**config.mk**
```make
export PLATFORM = sky130hd
export DESIGN_NAME = bulk_pingpong_ep
export DESIGN_NICKNAME = d
export VERILOG_FILES = /design/src/rtl/bulk_pingpong_pkg.sv /design/src/rtl/pp_ctrl_reg.sv /design/src/rtl/pp_desc_table.sv /design/src/rtl/pp_xact.sv /design/src/rtl/bulk_pingpong_ep.sv
export SDC_FILE = /design/constraint.sdc
export NUM_CORES = 1
export LEC_CHECK = 0
export ABC_AREA = 1
export BUFFER_PORTS_ARGS = -buffer_cell sky130_fd_sc_hd__buf_2
export CAP_MARGIN = 0
export CORE_ASPECT_RATIO = 0.8
export CORE_MARGIN = 4
export CORE_UTILIZATION = 38
export CTS_CLUSTER_SIZE = 8
export DETAILED_ROUTE_END_ITERATION = 12
export PLACE_DENSITY_LB_ADDON = 0.25
export SLEW_MARGIN = 20
export SYNTH_ARGS = -nofsm -noshare
export SYNTH_HDL_FRONTEND = slang
export SYNTH_SLANG_ARGS = --single-unit
```
**constraint.sdc**
```tcl
create_clock -name clk -period 1.7 [get_ports clk]
set_input_delay 0.17 -clock clk [delete_from_list [all_inputs] [get_ports clk]]
set_output_delay 0.17 -clock clk [all_outputs]
set_load 0.02 [all_outputs]
```
**src/rtl/bulk_pingpong_pkg.sv**
```systemverilog
package bulk_pingpong_pkg;
  typedef enum logic [1:0] {
    OUTC_ACK   = 2'd0,
    OUTC_NAK   = 2'd1,
    OUTC_STALL = 2'd2,
    OUTC_NONE  = 2'd3
  } outcome_t;

  localparam logic [1:0] ST_OFF   = 2'b00;
  localparam logic [1:0] ST_STALL = 2'b01;
  localparam logic [1:0] ST_NAK   = 2'b10;
  localparam logic [1:0] ST_VALID = 2'b11;

  localparam int REG_W     = 16;
  localparam int BIT_RXTOG = 14;
  localparam int BIT_RXST  = 12;
  localparam int BIT_TXTOG = 6;
  localparam int BIT_TXST  = 4;
  localparam int NBUF      = 2;
endpackage

```
**src/rtl/pp_ctrl_reg.sv**
```systemverilog
module pp_ctrl_reg
  import bulk_pingpong_pkg::*;
(
  input  logic             clk,
  input  logic             rst_n,
  input  logic             wr_en,
  input  logic [REG_W-1:0] wdata,
  input  logic             flip_hw,
  output logic [1:0]       act_stat,
  output logic             active,
  output logic             dir_tx,
  output logic             hw_tog,
  output logic             sw_flag,
  output logic             conflict,
  output logic [REG_W-1:0] ctrl_word
);
  logic [1:0] rx_st_q, tx_st_q;
  logic       rx_tog_q, tx_tog_q;
  logic [1:0] w_rx, w_tx;

  assign w_rx = wdata[BIT_RXST +: 2];
  assign w_tx = wdata[BIT_TXST +: 2];

  always_ff @(posedge clk) begin
    if (!rst_n) begin
      rx_st_q  <= ST_OFF;
      tx_st_q  <= ST_OFF;
      rx_tog_q <= 1'b0;
      tx_tog_q <= 1'b0;
    end else if (wr_en) begin
      if (!((w_rx != ST_OFF) && (w_tx != ST_OFF))) begin
        rx_st_q <= w_rx;
        tx_st_q <= w_tx;
      end
      rx_tog_q <= rx_tog_q ^ wdata[BIT_RXTOG];
      tx_tog_q <= tx_tog_q ^ wdata[BIT_TXTOG];
    end else if (flip_hw) begin
      if (dir_tx) tx_tog_q <= ~tx_tog_q;
      else        rx_tog_q <= ~rx_tog_q;
    end
  end

  assign dir_tx   = (rx_st_q == ST_OFF) && (tx_st_q != ST_OFF);
  assign active   = (rx_st_q != ST_OFF) || (tx_st_q != ST_OFF);
  assign act_stat = dir_tx ? tx_st_q : rx_st_q;
  assign hw_tog   = dir_tx ? tx_tog_q : rx_tog_q;
  assign sw_flag  = dir_tx ? rx_tog_q : tx_tog_q;
  assign conflict = (act_stat == ST_VALID) && (hw_tog == sw_flag);

  always_comb begin
    ctrl_word = '0;
    ctrl_word[BIT_RXTOG]     = rx_tog_q;
    ctrl_word[BIT_TXTOG]     = tx_tog_q;
    ctrl_word[BIT_RXST +: 2] = rx_st_q;
    ctrl_word[BIT_TXST +: 2] = tx_st_q;
    if (conflict) begin
      if (dir_tx) ctrl_word[BIT_TXST +: 2] = ST_NAK;
      else        ctrl_word[BIT_RXST +: 2] = ST_NAK;
    end
  end
endmodule

```
**src/rtl/pp_desc_table.sv**
```systemverilog
module pp_desc_table
  import bulk_pingpong_pkg::*;
#(
  parameter int ADDR_W = 16,
  parameter int LEN_W  = 10
) (
  input  logic                       clk,
  input  logic                       rst_n,
  input  logic                       wr_en,
  input  logic [2:0]                 wr_idx,
  input  logic [REG_W-1:0]           wdata,
  input  logic                       upd_en,
  input  logic                       upd_buf,
  input  logic [LEN_W-1:0]           upd_len,
  output logic [NBUF-1:0][ADDR_W-1:0] addr_o,
  output logic [NBUF-1:0][LEN_W-1:0]  len_o
);
  for (genvar b = 0; b < NBUF; b++) begin : g_buf
    localparam logic [2:0] IDX_ADDR = 3'(1 + 2*b);
    localparam logic [2:0] IDX_LEN  = 3'(2 + 2*b);
    logic [ADDR_W-1:0] addr_q;
    logic [LEN_W-1:0]  len_q;

    always_ff @(posedge clk) begin
      if (!rst_n) begin
        addr_q <= '0;
        len_q  <= '0;
      end else begin
        if (wr_en && wr_idx == IDX_ADDR) addr_q <= wdata[ADDR_W-1:0];
        if (wr_en && wr_idx == IDX_LEN) len_q <= wdata[LEN_W-1:0];
        else if (upd_en && upd_buf == 1'(b)) len_q <= upd_len;
      end
    end

    assign addr_o[b] = addr_q;
    assign len_o[b]  = len_q;
  end
endmodule

```
**src/rtl/pp_xact.sv**
```systemverilog
module pp_xact
  import bulk_pingpong_pkg::*;
#(
  parameter int ADDR_W = 16,
  parameter int LEN_W  = 10
) (
  input  logic                        clk,
  input  logic                        rst_n,
  input  logic                        take,
  input  logic                        tok_in,
  input  logic [LEN_W-1:0]            tok_count,
  input  logic                        tok_good,
  input  logic [1:0]                  act_stat,
  input  logic                        active,
  input  logic                        dir_tx,
  input  logic                        hw_tog,
  input  logic                        conflict,
  input  logic [NBUF-1:0][ADDR_W-1:0] addr_i,
  input  logic [NBUF-1:0][LEN_W-1:0]  len_i,
  input  logic                        hs_ready,
  output logic                        hs_valid,
  output outcome_t                    hs_code,
  output logic                        hs_buf,
  output logic [ADDR_W-1:0]           hs_addr,
  output logic [LEN_W-1:0]            hs_len,
  output logic                        flip_hw,
  output logic                        upd_en
);
  outcome_t nxt_code;
  logic     dir_ok;

  assign dir_ok = active && (tok_in == dir_tx);

  always_comb begin
    nxt_code = OUTC_NONE;
    if (dir_ok) begin
      unique case (act_stat)
        ST_STALL: nxt_code = OUTC_STALL;
        ST_NAK:   nxt_code = OUTC_NAK;
        ST_VALID: nxt_code = conflict ? OUTC_NAK : (tok_good ? OUTC_ACK : OUTC_NONE);
        default:  nxt_code = OUTC_NONE;
      endcase
    end
  end

  assign flip_hw = take && (nxt_code == OUTC_ACK);
  assign upd_en  = flip_hw && !dir_tx;

  always_ff @(posedge clk) begin
    if (!rst_n) begin
      hs_valid <= 1'b0;
      hs_code  <= OUTC_NONE;
      hs_buf   <= 1'b0;
      hs_addr  <= '0;
      hs_len   <= '0;
    end else if (take) begin
      hs_valid <= 1'b1;
      hs_code  <= nxt_code;
      hs_buf   <= hw_tog;
      hs_addr  <= addr_i[hw_tog];
      hs_len   <= upd_en ? tok_count : len_i[hw_tog];
    end else if (hs_valid && hs_ready) begin
      hs_valid <= 1'b0;
    end
  end
endmodule

```
**src/rtl/bulk_pingpong_ep.sv**
```systemverilog
module bulk_pingpong_ep
  import bulk_pingpong_pkg::*;
#(
  parameter int ADDR_W = 16,
  parameter int LEN_W  = 10
) (
  input  logic              clk,
  input  logic              rst_n,
  input  logic              reg_wr,
  input  logic [2:0]        reg_addr,
  input  logic [15:0]       reg_wdata,
  output logic [15:0]       reg_rdata,
  input  logic              tok_valid,
  output logic              tok_ready,
  input  logic              tok_in,
  input  logic [LEN_W-1:0]  tok_count,
  input  logic              tok_good,
  output logic              hs_valid,
  input  logic              hs_ready,
  output logic [1:0]        hs_code,
  output logic              hs_buf,
  output logic [ADDR_W-1:0] hs_addr,
  output logic [LEN_W-1:0]  hs_len
);
  logic                        ctrl_wr, take, flip_hw, upd_en;
  logic [1:0]                  act_stat;
  logic                        active, dir_tx, hw_tog, sw_flag, conflict;
  logic [REG_W-1:0]            ctrl_word;
  logic [NBUF-1:0][ADDR_W-1:0] addr_w;
  logic [NBUF-1:0][LEN_W-1:0]  len_w;
  outcome_t                    code_w;

  assign ctrl_wr   = reg_wr && (reg_addr == 3'd0);
  assign tok_ready = !hs_valid && !reg_wr;
  assign take      = tok_valid && tok_ready;
  assign hs_code   = code_w;

  pp_ctrl_reg u_ctrl (
    .clk(clk), .rst_n(rst_n), .wr_en(ctrl_wr), .wdata(reg_wdata),
    .flip_hw(flip_hw), .act_stat(act_stat), .active(active), .dir_tx(dir_tx),
    .hw_tog(hw_tog), .sw_flag(sw_flag), .conflict(conflict), .ctrl_word(ctrl_word)
  );

  pp_desc_table #(.ADDR_W(ADDR_W), .LEN_W(LEN_W)) u_desc (
    .clk(clk), .rst_n(rst_n), .wr_en(reg_wr), .wr_idx(reg_addr), .wdata(reg_wdata),
    .upd_en(upd_en), .upd_buf(hw_tog), .upd_len(tok_count),
    .addr_o(addr_w), .len_o(len_w)
  );

  pp_xact #(.ADDR_W(ADDR_W), .LEN_W(LEN_W)) u_xact (
    .clk(clk), .rst_n(rst_n), .take(take), .tok_in(tok_in), .tok_count(tok_count),
    .tok_good(tok_good), .act_stat(act_stat), .active(active), .dir_tx(dir_tx),
    .hw_tog(hw_tog), .conflict(conflict), .addr_i(addr_w), .len_i(len_w),
    .hs_ready(hs_ready), .hs_valid(hs_valid), .hs_code(code_w), .hs_buf(hs_buf),
    .hs_addr(hs_addr), .hs_len(hs_len), .flip_hw(flip_hw), .upd_en(upd_en)
  );

  always_comb begin
    reg_rdata = '0;
    unique case (reg_addr)
      3'd0:    reg_rdata = ctrl_word;
      3'd1:    reg_rdata[ADDR_W-1:0] = addr_w[0];
      3'd2:    reg_rdata[LEN_W-1:0]  = len_w[0];
      3'd3:    reg_rdata[ADDR_W-1:0] = addr_w[1];
      3'd4:    reg_rdata[LEN_W-1:0]  = len_w[1];
      default: reg_rdata = '0;
    endcase
  end
endmodule

```
* Yosys cells after proc, flatten, opt, wreduce, memory -nomap -nowiden
Cells that the tools add are included.
** Storage, ports and cells
- Word-level logic and storage cells :: 95
- Input port bits :: 36
- Flip-flop bits (word level) :: 88
- Output and inout port bits :: 47
** Operators by class
- $lt $le $gt $ge :: 1
- Multiplexer cells :: 30
- Bitwise operators :: 6
- Equal/unequal tests :: 10
- Reductions and logical operators :: 35
** Operators by type and width (count)
- $mux W10 :: 7
- $pmux W10 S5 :: 1
- $mux W16 :: 2
- $pmux W6 S3 :: 1
- $reduce_bool A2 Y1 :: 9
- $logic_and A1 B1 Y1 :: 16
- $mux W2 :: 8
- $mux W1 :: 10
- $eq A3 B2 Y1 const B :: 2
- $pmux W2 S3 :: 1
- $reduce_and A2 Y1 :: 3
- $eq A2 B2 Y1 const B :: 2
- $logic_not A2 Y1 :: 2
- $not A1 Y1 :: 4
- $eq A3 B1 Y1 const B :: 1
- $eq A3 B3 Y1 const B :: 1
- $logic_not A1 Y1 :: 3
- $logic_not A3 Y1 :: 1
- $eq A1 B1 Y1 :: 2
- $eq A2 B1 Y1 const B :: 1
- $lt A1 B2 Y1 const B :: 1
- $ne A2 B2 Y1 const B :: 1
- $xor A1 B1 Y1 :: 2
- $logic_or A1 B1 Y1 :: 1

* Logic depth before layout (Yosys ltp)
Gate-level depths: netlist (run 1).
- Depth after elaboration :: 14
- Mapped depth :: 13
- Depth with buffers taken out :: 12

* Cells and area by module
A second synthesis (run 1) with hierarchy kept.
** Second synthesis, totals
- Cell total of the unflattened synthesis :: 805
- Area, all modules :: 5143.7 sq um
** By module, submodules not included
- pp_desc_table :: cells an instance 319, area each 2368.5 sq um, times used 1, sequential area each 1041.0 sq um
- pp_xact :: cells an instance 260, area each 1652.8 sq um, times used 1, sequential area each 600.6 sq um
- bulk_pingpong_ep :: cells an instance 148, area each 650.6 sq um, times used 1, sequential area each 0.0 sq um
- pp_ctrl_reg :: cells an instance 78, area each 471.7 sq um, times used 1, sequential area each 120.1 sq um

* Least setup slack after synthesis (run 1)
No wires, ideal clock.
- Path kind :: reg-to-reg
- Start point :: register u_xact.hs_valid
- End point :: register u_desc.g_buf[0].len_q[0]
- Period minus slack after synthesis :: 1.764 ns
- Data arrival time :: 1.649 ns
- Path buffers :: 1
- Data required time :: 1.585 ns
- Library setup time :: 0.115 ns
- Setup slack :: -0.064 ns
- Cell stages (with the launch flop) :: 10
- Cells stage by stage :: dfxtp_1 -> nor2_1 -> nand2_1 -> inv_1 -> nand2_2 -> nor2_4 -> nand3_2 -> buf_2 -> a21oi_1 -> nor2_1
** On the way
- Cells in the longest elaborated chain, start to end :: 7
** Ends and longest elaborated chain
- from (decl) :: line pp_xact.sv:21 : output logic hs_valid,
- from (signal assigned) :: line pp_xact.sv:51 : hs_valid <= 1'b0;
- from (signal assigned) :: line pp_xact.sv:57 : hs_valid <= 1'b1;
- from (signal assigned) :: line pp_xact.sv:63 : hs_valid <= 1'b0;
- $logic_not A1 Y1 :: line bulk_pingpong_ep.sv:34 : assign tok_ready = !hs_valid && !reg_wr;
- $logic_and A1 B1 Y1 :: line bulk_pingpong_ep.sv:34
- named net tok_ready :: line bulk_pingpong_ep.sv:14 : output logic tok_ready,
- $logic_and A1 B1 Y1 :: line bulk_pingpong_ep.sv:35 : assign take = tok_valid && tok_ready;
- $logic_and A1 B1 Y1 :: line pp_xact.sv:46 : assign flip_hw = take && (nxt_code == OUTC_ACK);
- $logic_and A1 B1 Y1 :: line pp_xact.sv:47 : assign upd_en = flip_hw && !dir_tx;
- $logic_and A1 B1 Y1 :: line pp_desc_table.sv:31 : else if (upd_en && upd_buf == 1'(b)) len_q <= upd_len;
- $reduce_bool A2 Y1 (no line)
- to (signal assigned) :: line pp_desc_table.sv:30 : if (wr_en && wr_idx == IDX_LEN) len_q <= wdata[LEN_W-1:0];
- to (signal assigned) :: line pp_desc_table.sv:31
- to (decl) :: line pp_desc_table.sv:22 : logic [LEN_W-1:0] len_q;
The timed path passes the listed nets, and every way through them passes these cells.
A chain may end at the register's enable or synchronous reset.

* Worst setup path after layout (run 1)
- Start point :: register u_ctrl.rx_st_q[1]
- End point :: output port reg_rdata[4]
** On the way
- Cells in the longest elaborated chain, start to end :: 7
- Elaborated cells between the ends (all ways) :: 11
- Those cells by class :: 2 x eq/ne; 6 x mux; 3 x reduce/logical
** Ends and longest elaborated chain
- from (decl) :: line pp_ctrl_reg.sv:17 : logic [1:0] rx_st_q, tx_st_q;
- from (signal assigned) :: line pp_ctrl_reg.sv:32 : rx_st_q <= w_rx;
- $logic_not A2 Y1 :: line pp_ctrl_reg.sv:43 : assign dir_tx = (rx_st_q == ST_OFF) && (tx_st_q != ST_OFF);
- $logic_and A1 B1 Y1 :: line pp_ctrl_reg.sv:43
- $mux W2, or another cell as far along :: line pp_ctrl_reg.sv:45 : assign act_stat = dir_tx ? tx_st_q : rx_st_q;
- $eq A2 B2 Y1 or $eq A1 B1 Y1 (tied branches) :: line pp_ctrl_reg.sv:48 : assign conflict = (act_stat == ST_VALID) && (hw_tog == sw_flag);
- $logic_and A1 B1 Y1 :: line pp_ctrl_reg.sv:48
- $mux W2 (*) :: line pp_ctrl_reg.sv:56 : if (conflict) begin
- $pmux W10 S5 (*) :: line bulk_pingpong_ep.sv:60 : unique case (reg_addr)
- to (decl) :: line bulk_pingpong_ep.sv:12 : output logic [15:0] reg_rdata,
Mark *: on every way between the ends. The rest lies on a longest branch, timed or not.

==> impl_summary.log, run 1 <==
[metrics] Port Buffer Count: 82
[metrics] Switch Pwr: ~1.4 mW
[metrics] share of synthesized area occupied by flip-flops and latches: about two fifths
[metrics] first-pass GRT wire length: between 20 and 25 mm
[metrics] Die Ht: 104.5 um
[metrics] violated checks: setup timing
[metrics] most frequent cell after synthesis: sky130_fd_sc_hd__nand2_1
[metrics] sort of element at the start of the critical path: register
[metrics] clock-pin transition on the worst setup and hold timing paths: roughly 0.070 ns
[metrics] most frequent cell on the critical path: sky130_fd_sc_hd__nand2_2
[metrics] element type at the critical path end: output pin
[metrics] count of yosys warnings during synthesis: 0
[metrics] area of the mapped netlist: ~0.0044 mm^2
[metrics] startpoint-to-endpoint class of the critical path: reg -> out
[metrics] Worst Setup Slack, final: -0.08491 ns
[metrics] share of the clock period used by the worst path after layout: 105.0%
[metrics] count of flip-flops with a built-in enable after synthesis: 0
[metrics] outcome: complete, but fails checks
[metrics] count of routing violations after the opening detailed-route iteration: between 300 and 400
[metrics] switch share: between 20% and 30%
[metrics] data required time at the worst endpoint: around 1.5 ns
[metrics] Slew @ Worst Pin: 0.5423 ns
[metrics] net count after synthesis: ~690
[metrics] IR drop worst, VDD: between 0.0004 and 0.0005 V
[metrics] combinational cell fraction of total power: between 10% and 20%
[metrics] Post-Syn Instances: about 660
[metrics] Min-Delay Path Class: in -> reg
[metrics] power per standard cell area: between 900 and 1000 mW/mm^2
[metrics] antenna fix cells: 0
[metrics] area of the core: between 0.01 and 0.015 mm^2
[metrics] Pins Over Slew Limit: 0
[metrics] clock power share: 43.2%
[metrics] overflow left after global routing: 0
[metrics] ys async rst share: 0%
[metrics] slowest library cell on the worst path: sky130_fd_sc_hd__dfxtp_4
[metrics] biggest fanout along the worst timing path: 3
[metrics] number of antenna violations at the first check in global routing: 0
[metrics] P&R area growth vs syn: 25.11%
[metrics] TritonCTS clock tree: done
[metrics] aggregate global-route resource usage: between 15 and 20%
[metrics] ratio of cells with drive above 1 in the final layout: between 20% and 30%
[metrics] Main synth FF type: sky130_fd_sc_hd__dfxtp_1
[metrics] number of synthesized register bits: between 80 and 90
[metrics] Finish-stage setup viols: 2
[metrics] number of clock sinks: approximately 90
[metrics] Post-CTS Hold Buffers: 0
[metrics] final layout net count: around 770
[metrics] I/O Pins: slightly above 80
[metrics] data arrival at the endpoint of the critical path: between 1.5 and 2 ns
[metrics] clock period minus worst slack: approximately 1.8 ns
[metrics] final worst clock skew: 0.01146 ns
[metrics] total number of vias: roughly 4700
[metrics] Final HPWL DP: roughly 9 mm
[metrics] number of cell rows: 34
[metrics] largest net degree at the start of global routing: between 70 and 80
[metrics] Max Clock Freq: ~560 MHz
[metrics] width of the die: about 130 um
[metrics] Avg Cell Area, Syn: approximately 6.7 um^2
[metrics] unrepaired setup endpoints after global routing: true
[metrics] Routed Wire Length: between 10 and 15 mm
[metrics] starting utilization of the core area: around two fifths
[metrics] worst-skew pair later-pin latency: around 0.35 ns
[metrics] final weighted congestion of routability-driven global placement: ~0.86
[metrics] DR WL/cell: about 15 um
[metrics] maximum capacitance violations: 0
[metrics] cell breakdown of the critical path: inv_4, nand2_2, nand2_2, nand4_1, o211ai_1, o2111ai_2, buf_6
[metrics] Clock Tree Root: sky130_fd_sc_hd__clkbuf_16
[metrics] Overall Power: slightly above 5 mW
[metrics] part of the power in registers: 43.9%
[metrics] library cell with the largest summed area after synthesis: sky130_fd_sc_hd__dfxtp_1
[metrics] Synth area leaders: sky130_fd_sc_hd__dfxtp_1 40%, sky130_fd_sc_hd__nand2_1 11%, sky130_fd_sc_hd__inv_1 7.8%
[metrics] synth unique cells: 28
[metrics] clock tree buffer depth: 2
[metrics] Internal Pwr Total: roughly 3.7 mW
[metrics] Slew HR: roughly 64%
[metrics] ranking of synthesized cells by instance count: 125 x sky130_fd_sc_hd__nand2_1, 92 x sky130_fd_sc_hd__inv_1, 88 x sky130_fd_sc_hd__dfxtp_1, 68 x sky130_fd_sc_hd__o21ai_0, 65 x sky130_fd_sc_hd__nor2_1
[metrics] DRC violations left: 0
[metrics] Hold Path Cell Cnt: 3
[metrics] Routed Antenna Nets: 0
[metrics] worst reg-to-reg path cell count: 11
[metrics] Final Hold Vio Count: 0
[metrics] share of the core filled with cells: around half
[metrics] area of the die: around 0.013 mm^2
[metrics] first-pass iteration count of the detailed router: 4
[metrics] leakage power total: between 2 and 3 nW
[metrics] clock buffer count from CTS: 9
[metrics] Max stage delay on crit path: between 0.3 and 0.4 ns
[metrics] via density per instance: around 5.3
[metrics] H-tree levels: 3
[metrics] via count of the first global-routing pass: roughly 4500
[metrics] top cell type's share of synthesized area: around 40%
## cells in the final DEF, fill, tap and decap left out, types with 3 or more instances in the layout
master	count
sky130_fd_sc_hd__nand2_1	122
sky130_fd_sc_hd__buf_4	23
sky130_fd_sc_hd__nor2_1	63
sky130_fd_sc_hd__nand3_1	48
sky130_fd_sc_hd__dfxtp_1	83
sky130_fd_sc_hd__a221o_1	7
sky130_fd_sc_hd__buf_2	81
sky130_fd_sc_hd__buf_6	3
sky130_fd_sc_hd__buf_12	5
sky130_fd_sc_hd__a21oi_1	47
sky130_fd_sc_hd__clkbuf_16	9
sky130_fd_sc_hd__inv_2	3
sky130_fd_sc_hd__o21ai_0	68
sky130_fd_sc_hd__o211ai_1	35
sky130_fd_sc_hd__a21oi_2	6
sky130_fd_sc_hd__inv_1	89
sky130_fd_sc_hd__o22ai_1	9
sky130_fd_sc_hd__dfxtp_2	3
sky130_fd_sc_hd__nand2_2	4
## logic make-up (layout without fill, tap and decap cells)
| logic type | count (synthesis) | count (layout) | share of synthesized area (%) |
|---|---|---|---|
| flip-flops | 88 | 88 | 39.86 |
| AND/OR/NAND/NOR | 247 | 247 | 23.10 |
| buffers and inverters | 137 | 222 | 12.40 |
| AO/OA/AOI/OAI | 184 | 184 | 24.63 |
## critical path, delay by kind of cell, from the launching register on
family,cells,cell delay [ns]
AO/OA/AOI/OAI,2,0.38
buffers and inverters,2,0.25
flip-flops,1,0.36
AND/OR/NAND/NOR,3,0.28
## stage by stage
step / cells / worst slack (ns) / instance area, um^2 / setup TNS, ns / hold WS (ns)
6_report: 885 / -0.08491 / 5529 / -0.08573 / 0.06386
4_1_cts: 884 / -0.06198 / 5436 / -0.06198 / 0.05796
3_3_place_gp: 865 / 0.1482 / 5075 / 0 / 0.4108
2_1_floorplan: 656 / 0.04921 / 4422 / 0 / 0.3049
3_5_place_dp: 865 / 0.04849 / 5075 / 0 / 0.4184
5_1_grt: 885 / -0.1729 / 5529 / -1.718 / 0.07272
## state kept, by name, indices dropped and copies added (netlist names)
register,count
u_ctrl.rx_st_q,2
u_ctrl.rx_tog_q,1
u_ctrl.tx_st_q,2
u_ctrl.tx_tog_q,1
u_desc.g_buf.addr_q,32
u_desc.g_buf.len_q,20
u_xact.hs_addr,16
u_xact.hs_buf,1
u_xact.hs_code,2
u_xact.hs_len,10
u_xact.hs_valid,1
## layout make-up
type / count / area, um^2
fillers: 1127 / 5574
multi-input cells: 431 / 2190
inverters: 94 / 355.3
clock buffers: 9 / 225.2
repair buffers: 112 / 711.9
clock inverters: 7 / 93.84
flip-flops and latches: 88 / 1773
well taps: 144 / 180.2
## layer usage
layer	GRT usage [%]	vias to the layer above	routed length, um
met5	0	-	0
met2	31.34	145	6208
met4	7.121	0	319
met1	24.89	2161	5818
li1	-	2318	-
met3	4.671	32	776
## power by group through the flow
| stage | combinational [mW] | clock (mW) | sequential [mW] |
|---|---|---|---|
| floorplan | 0.351 | 0 | 2.30 |
| global placement | 0.627 | 0 | 2.25 |
| detailed placement | 0.638 | 0 | 2.25 |
| CTS | 0.646 | 2.21 | 2.21 |
| global route | 0.732 | 2.31 | 2.22 |
| finish | 0.653 | 2.17 | 2.21 |
## final timing paths
kind / slack (ns) / startpoint / endpoint
max: -0.08 / u_ctrl.rx_st_q[1] / reg_rdata[4]
min: 0.06 / reg_wdata[15] / u_desc.g_buf[0].addr_q[15]
max reg2reg: 0 / u_ctrl.tx_st_q[1] / u_desc.g_buf[1].len_q[4]
min reg2reg: 0.47 / u_xact.hs_code[0] / u_xact.hs_code[0]
## what timing repair did
| action | 4_1_cts | 5_1_grt |
|---|---|---|
| pin swaps | 4 | 7 |
| resized for setup | 9 | 23 |
| buffers inserted | 4 | 1 |
| setup endpoints to repair | 3 | 49 |
(Power assumes the default switching activity.)
==> inputs of run 2 (changes only) <==
Settings changed: SETUP_SLACK_MARGIN set to 0.3, TNS_END_PERCENT set to 50.
==> run 2 against run 1 <==
Net effect:
- the flow still finishes with violations (setup timing)
- sequential power barely moved
- power is 4.7% lower
- hold slack about the same
- highest routed layer unchanged
- critical endpoint unchanged
- maximum frequency fell by 4.5%
==> impl_summary.log, run 2 (same netlist as run 1, synthesis figures left out) <==
[metrics] first-pass iteration count of the detailed router: 5 (+1)
[metrics] ratio of cells with drive above 1 in the final layout: 28.53% (+6.8 points)
[metrics] Min-Delay Path Class: in -> reg
[metrics] clock power share: 39.3% (-3.9 points)
[metrics] number of antenna violations at the first check in global routing: 0 (unchanged)
[metrics] Routed Antenna Nets: 0 (unchanged)
[metrics] Largest register FFs: 32 (unchanged)
[metrics] Worst Setup Slack, final: -0.1692 ns (-0.08429 ns)
[metrics] worst slack at placement: 0.02102 ns (-0.02747 ns)
[metrics] Hold Path Cell Cnt: 4 (+1)
[metrics] Top Registers: u_desc.g_buf.addr_q (32), u_desc.g_buf.len_q (20), u_xact.hs_addr (16)
[metrics] launching point of the worst reg2reg path: u_ctrl.tx_st_q[1]
[metrics] number of clock sinks: 88 (unchanged)
[metrics] via count of the first global-routing pass: 4623 (+2.9%)
[metrics] part of the power in registers: 46.1% (+2.2 points)
[metrics] final worst clock skew: 0.008672 ns (-0.002791 ns)
[metrics] DR WL/cell: 15.73 um (+6.1%)
[metrics] count of routing violations after the opening detailed-route iteration: 359 (unchanged)
[metrics] violated checks: setup timing
[metrics] Slew @ Worst Pin: 0.4959 ns (-0.04640 ns)
[metrics] Switch Pwr: 1.285 mW (-5.0%)
[metrics] Max Clock Freq: 535.0 MHz (-4.5%)
[metrics] hold_ws: 0.06405 ns (+0.0001973 ns)
[metrics] crit path capture: reg_rdata[4]
[metrics] accumulated negative setup slack: -3.057 ns (-2.971 ns)
[metrics] Routed Wire Length: 14.18 mm (+8.0%)
[metrics] via density per instance: 5.357 (+1.8%)
[metrics] share of the clock period used by the worst path after layout: 110.0% (+5.0 points)
[metrics] H-tree levels: 3 (unchanged)
[metrics] worst setup path startpoint: u_ctrl.rx_st_q[1]
[metrics] number of cells after detailed placement: 863 (-0.23%)
[metrics] post-route non-filler standard cell count: 901 (+1.8%)
[metrics] clock-pin transition on the worst setup and hold timing paths: 0.07 ns (about the same)
[metrics] highest-count cells in the layout ignoring fill and taps: 117 x sky130_fd_sc_hd__nand2_1, 79 x sky130_fd_sc_hd__dfxtp_1, 72 x sky130_fd_sc_hd__inv_1
[metrics] setup slack on the worst flop-to-flop path: -0.16 ns (-0.16 ns)
[metrics] antenna fix cells: 0 (unchanged)
[metrics] worst-skew pair later-pin latency: 0.34 ns (about the same)
[metrics] width of the die: 128.6 um (unchanged)
[metrics] Clock Tree Root: sky130_fd_sc_hd__clkbuf_16
[metrics] Internal Pwr Total: 3.511 mW (-4.6%)
[metrics] worst reg-to-reg path cell count: 14 (+3)
[metrics] starting utilization of the core area: 39.80% (unchanged)
[metrics] IR drop worst, VDD: 0.0004865 V (+8.9%)
[metrics] data required time at the worst endpoint: 1.53 ns (about the same)
[metrics] Die Ht: 104.5 um (unchanged)
[metrics] DRC violations left: 0 (unchanged)
[metrics] switch share: 26.79% (-0.091 points)
[metrics] Slew HR: 66.90% (+3.1 points)
[metrics] final weighted congestion of routability-driven global placement: 0.8451 (-2.2%)
[metrics] area of the die: 0.01343 mm^2 (unchanged)
[metrics] total number of vias: 4827 (+3.7%)
[metrics] Finish-stage setup viols: 32 (+30)
[metrics] area of the core: 0.01110 mm^2 (unchanged)
[metrics] most frequent cell on the critical path: sky130_fd_sc_hd__nand2_2
[metrics] slowest library cell on the worst path: sky130_fd_sc_hd__dfxtp_2
[metrics] maximum capacitance violations: 0 (unchanged)
[metrics] aggregate global-route resource usage: 21.07% (+1.7 points)
[metrics] cell breakdown of the critical path: inv_4, nand2_2, nand2_2, nand4_1, o211ai_1, o2111ai_2, buf_6
[metrics] Final Hold Vio Count: 0 (unchanged)
[metrics] Max stage delay on crit path: 0.35 ns (about the same)
[metrics] Post-CTS Hold Buffers: 0 (unchanged)
[metrics] sort of element at the start of the critical path: register
[metrics] most common cell after layout, fill and taps aside: sky130_fd_sc_hd__nand2_1
[metrics] # fillers: 1096 (-2.8%)
[metrics] Final HPWL DP: 9.289 mm (+1.1%)
[metrics] startpoint-to-endpoint class of the critical path: reg -> out
[metrics] outcome: complete, but fails checks
[metrics] Reg-to-Reg End: u_desc.g_buf[1].len_q[9]
[metrics] biggest fanout along the worst timing path: 3 (unchanged)
[metrics] element type at the critical path end: output pin
[metrics] Pins Over Slew Limit: 0 (unchanged)
[metrics] Top reg by flops: u_desc.g_buf.addr_q
[metrics] clock tree buffer depth: 2 (unchanged)
[metrics] Port Buffer Count: 82 (unchanged)
[metrics] final layout net count: 790 (+2.3%)
[metrics] unrepaired setup endpoints after global routing: true
[metrics] number of cell rows: 34 (unchanged)
[metrics] clock period minus worst slack: 1.869 ns (+0.08429 ns)
[metrics] leakage power total: 2.781 nW (+5.7%)
[metrics] power per standard cell area: 806.5 mW/mm^2 (-11%)
[metrics] P&R area growth vs syn: 34.54%
[metrics] first-pass GRT wire length: 22.80 mm (+6.9%)
[metrics] TritonCTS clock tree: done
[metrics] combinational cell fraction of total power: 14.6% (+1.6 points)
[metrics] data arrival at the endpoint of the critical path: 1.70 ns (+0.09 ns)
[metrics] largest net degree at the start of global routing: 64 (-14%)
[metrics] overflow left after global routing: 0 (unchanged)
[metrics] I/O Pins: 83 (unchanged)
[metrics] clock buffer count from CTS: 9 (unchanged)
## run 2: layer usage
layer / vias to the layer above / GRT usage, % / share of wire (%)
li1: 2362 / - / -
met1: 2253 / 27.13 / 42
met2: 180 / 35.17 / 49
met3: 32 / 4.877 / 7.1
met4: 0 / 5.922 / 1.9
met5: - / 0 / 0
## run 2: worst min path at each step
stage                   from                          to  slack, ns
6_report            hs_ready             u_xact.hs_valid       0.06
5_1_grt        reg_wdata[11]  u_desc.g_buf[0].addr_q[11]       0.08
4_1_cts             hs_ready             u_xact.hs_valid       0.05
3_5_place_dp   reg_wdata[10]  u_desc.g_buf[0].addr_q[10]       0.42
3_3_place_gp   reg_wdata[11]  u_desc.g_buf[0].addr_q[11]       0.41
2_1_floorplan  reg_wdata[10]  u_desc.g_buf[0].addr_q[10]       0.30
## run 2: timing repair
item	CTS	global route
pin swaps	17	13
resized for setup	72	23
endpoints found under the hold margin	0	0
gates cloned	6	1
setup buffers	13	4
endpoints found under the setup margin	60	65
## run 2: worst max-delay path, delay by kind of cell (launching register included)
family | cells | cell delay (ns)
buffers and inverters | 2 | 0.26
AND/OR/NAND/NOR | 3 | 0.30
flip-flops | 1 | 0.35
AO/OA/AOI/OAI | 2 | 0.45
## run 2: metrics by stage
stage | instance area [um^2] | power, mW | util, %
2_1_floorplan | 4511 | 2.665 | -
3_3_place_gp | 5117 | 2.886 | 46.09
3_5_place_dp | 5117 | 2.900 | 46.09
4_1_cts | 5852 | 4.829 | 52.70
5_1_grt | 5946 | 5.009 | 53.55
6_report | 5946 | 4.795 | 53.55
## run 2: power groups by stage
stage / sequential [mW] / clock (mW) / combinational, mW
final: 2.21 / 1.88 / 0.702
after CTS: 2.21 / 1.93 / 0.688
after floorplan: 2.30 / 0 / 0.363
after global placement: 2.25 / 0 / 0.634
after detailed placement: 2.25 / 0 / 0.647
after global routing: 2.22 / 2.01 / 0.781
## run 2: area by class of cell
class                   instances  area (um^2)  area share (%)
flip-flops and latches         88         1778           29.90
clock buffers                  14        274.0           4.609
multi-input cells             432         2313           38.91
inverters                      94        360.3           6.061
well taps                     144        180.2           3.030
repair buffers                129         1040           17.49
==> inputs of run 3 (changes only) <==
Settings changed: CELL_PAD_IN_SITES_DETAIL_PLACEMENT set to 1, CELL_PAD_IN_SITES_GLOBAL_PLACEMENT set to 2, CORE_UTILIZATION 38 to 30, SETUP_SLACK_MARGIN 0.3 to not set.
==> run 3 against run 2 <==
Net effect:
- the flow still finishes with violations (setup timing)
- routed wire length is 23% higher
- hold slack about the same
- flip-flop and latch count stayed put
- clock-buffer cell count shrank 4
- clock power increased by 4%
- global-route usage fell by 1.5 points
- maximum frequency shrank 3.6%
- critical path type unchanged
==> impl_summary.log, run 3 (same netlist as run 1, synthesis figures left out) <==
[metrics] share of the clock period used by the worst path after layout: 114.1% (+4.1 points)
[metrics] area of the core: 0.01435 mm^2 (+29%)
[metrics] via count of the first global-routing pass: 4878 (+5.5%)
[metrics] clock period minus worst slack: 1.939 ns (+0.07009 ns)
[metrics] first-pass iteration count of the detailed router: 5 (unchanged)
[metrics] Routed Antenna Nets: 0 (unchanged)
[metrics] # fillers: 1817 (+66%)
[metrics] Final HPWL DP: 11.29 mm (+22%)
[metrics] total number of vias: 4910 (+1.7%)
[metrics] Clock Tree Root: sky130_fd_sc_hd__clkbuf_16
[metrics] data required time at the worst endpoint: 1.53 ns (about the same)
[metrics] clock buffer count from CTS: 9 (unchanged)
[metrics] sort of element at the start of the critical path: register
[metrics] Finish-stage setup viols: 48 (+50%)
[metrics] highest-count cells in the layout ignoring fill and taps: 117 x sky130_fd_sc_hd__nand2_1, 88 x sky130_fd_sc_hd__inv_1, 82 x sky130_fd_sc_hd__dfxtp_1
[metrics] DRC violations left: 0 (unchanged)
[metrics] most common cell after layout, fill and taps aside: sky130_fd_sc_hd__nand2_1
[metrics] ratio of cells with drive above 1 in the final layout: 28.36% (-0.17 points)
[metrics] unrepaired setup endpoints after global routing: true
[metrics] largest net degree at the start of global routing: 74 (+16%)
[metrics] number of antenna violations at the first check in global routing: 0 (unchanged)
[metrics] Max Clock Freq: 515.7 MHz (-3.6%)
[metrics] aggregate global-route resource usage: 19.59% (-1.5 points)
[metrics] worst-skew pair later-pin latency: 0.36 ns (+0.02 ns)
[metrics] number of cells after detailed placement: 904 (+4.8%)
[metrics] count of routing violations after the opening detailed-route iteration: 243 (-32%)
[metrics] I/O Pins: 83 (unchanged)
[metrics] via density per instance: 5.212 (-2.7%)
[metrics] Post-CTS Hold Buffers: 0 (unchanged)
[metrics] outcome: complete, but fails checks
[metrics] first-pass GRT wire length: 25.33 mm (+11%)
[metrics] Slew @ Worst Pin: 0.5887 ns (+0.09276 ns)
[metrics] DR WL/cell: 18.50 um (+18%)
[metrics] Top Registers: u_desc.g_buf.addr_q (32), u_desc.g_buf.len_q (20), u_xact.hs_addr (16)
[metrics] overflow left after global routing: 0 (unchanged)
[metrics] IR drop worst, VDD: 0.0005202 V (+6.9%)
[metrics] Port Buffer Count: 82 (unchanged)
[metrics] area of the die: 0.01675 mm^2 (+25%)
[metrics] final worst clock skew: 0.006540 ns (-0.002132 ns)
[metrics] Routed Wire Length: 17.42 mm (+23%)
[metrics] leakage power total: 2.814 nW (+1.2%)
[metrics] number of cell rows: 39 (+15%)
[metrics] Worst Setup Slack, final: -0.2393 ns (-0.07009 ns)
[metrics] Die Ht: 116.6 um (+12%)
[metrics] Final Hold Vio Count: 0 (unchanged)
[metrics] P&R area growth vs syn: 35.62%
[metrics] Min-Delay Path Class: in -> reg
[metrics] width of the die: 143.7 um (+12%)
[metrics] share of the core filled with cells: 41.78% (-12 points)
[metrics] startpoint-to-endpoint class of the critical path: reg -> out
[metrics] clock tree buffer depth: 2 (unchanged)
[metrics] number of clock sinks: 88 (unchanged)
[metrics] H-tree levels: 3 (unchanged)
[metrics] Top reg by flops: u_desc.g_buf.addr_q
[metrics] power per standard cell area: 819.7 mW/mm^2 (+1.6%)
[metrics] element type at the critical path end: output pin
[metrics] TritonCTS clock tree: done
[metrics] antenna fix cells: 0 (unchanged)
[metrics] data arrival at the endpoint of the critical path: 1.77 ns (+0.07 ns)
[metrics] clock-pin transition on the worst setup and hold timing paths: 0.07 ns (about the same)
[metrics] Slew HR: 60.71% (-6.2 points)
[metrics] starting utilization of the core area: 30.80% (-9.0 points)
[metrics] post-route non-filler standard cell count: 942 (+4.6%)
[metrics] violated checks: setup timing
[metrics] Pins Over Slew Limit: 0 (unchanged)
[metrics] biggest fanout along the worst timing path: 4 (+1)
[metrics] final weighted congestion of routability-driven global placement: 0.8671 (+2.6%)
[metrics] final layout net count: 789 (-0.13%)
[metrics] maximum capacitance violations: 0 (unchanged)
[metrics] Largest register FFs: 32 (unchanged)
-- run 3: cell count changes in the layout (fill, tap and decap cells not counted), sizes merged --
cell      change
buf           -4
clkinvlp      +4
bufbuf        -1
inv           +2
-- run 3: per-layer routing --
metal  wire [um]  vias up  GRT usage, %
li1            -     2356             -
met2        8414      120         33.73
met5           0        -             0
met1        7743     2400         24.52
met3         858       34         4.339
met4         407        0         6.274
-- run 3: per-stage QoR --
| step | area [um^2] | hold slack (ns) | total power, mW | TNS [ns] | worst slack (ns) |
|---|---|---|---|---|---|
| after floorplan | 4422 | 0.3049 | 2.651 | 0 | 0.04921 |
| after global placement | 5142 | 0.4117 | 2.910 | 0 | 0.05168 |
| after detailed placement | 5142 | 0.4314 | 2.931 | -0.09109 | -0.02094 |
| after CTS | 5564 | 0.04994 | 4.934 | -0.2293 | -0.1601 |
| after global routing | 5993 | 0.07164 | 5.137 | -10.58 | -0.3318 |
| final | 5993 | 0.06375 | 4.913 | -5.505 | -0.2393 |
-- run 3: final timing paths --
path / start / end / slack, ns / depth (start not counted)
worst max-delay path: u_ctrl.rx_st_q[0] / reg_rdata[4] / -0.24 / 5
worst min-delay path: reg_wdata[10] / u_desc.g_buf[0].addr_q[10] / 0.06 / 3
worst max register to register: u_ctrl.rx_st_q[0] / u_desc.g_buf[1].len_q[8] / -0.21 / 12
worst min register to register: u_desc.g_buf[1].addr_q[12] / u_desc.g_buf[1].addr_q[12] / 0.48 / 2
-- run 3: timing repair --
action / in CTS / in global routing
resized for setup: 32 / 58
endpoints found under the setup margin: 17 / 50
pin swaps: 9 / 20
buffers inserted: 8 / 6
cloned: 0 / 8
-- run 3: power breakdown --
| group | switching (mW) | internal, mW |
|---|---|---|
| Clock | 0.924 | 1.03 |
| Combinational | 0.479 | 0.263 |
| Sequential | 0.0586 | 2.15 |
-- run 3: layout make-up --
class	count	area (um^2)	area share [%]
Multi-Input combinational cell	432	2391	39.90
Sequential cell	88	1774	29.60
Timing Repair Buffer	128	957.2	15.97
Inverter	94	357.8	5.971
Clock buffer	10	239.0	3.987
Tap cell	184	230.2	3.841
Clock inverter	6	43.79	0.7307
-- run 3: critical path: stages (launching register included) --
cell	delay [ns]
sky130_fd_sc_hd__dfxtp_4	0.37
sky130_fd_sc_hd__o21ai_4	0.18
sky130_fd_sc_hd__nand4_1	0.18
sky130_fd_sc_hd__o211ai_1	0.29
sky130_fd_sc_hd__o2111ai_2	0.20
sky130_fd_sc_hd__buf_6	0.18
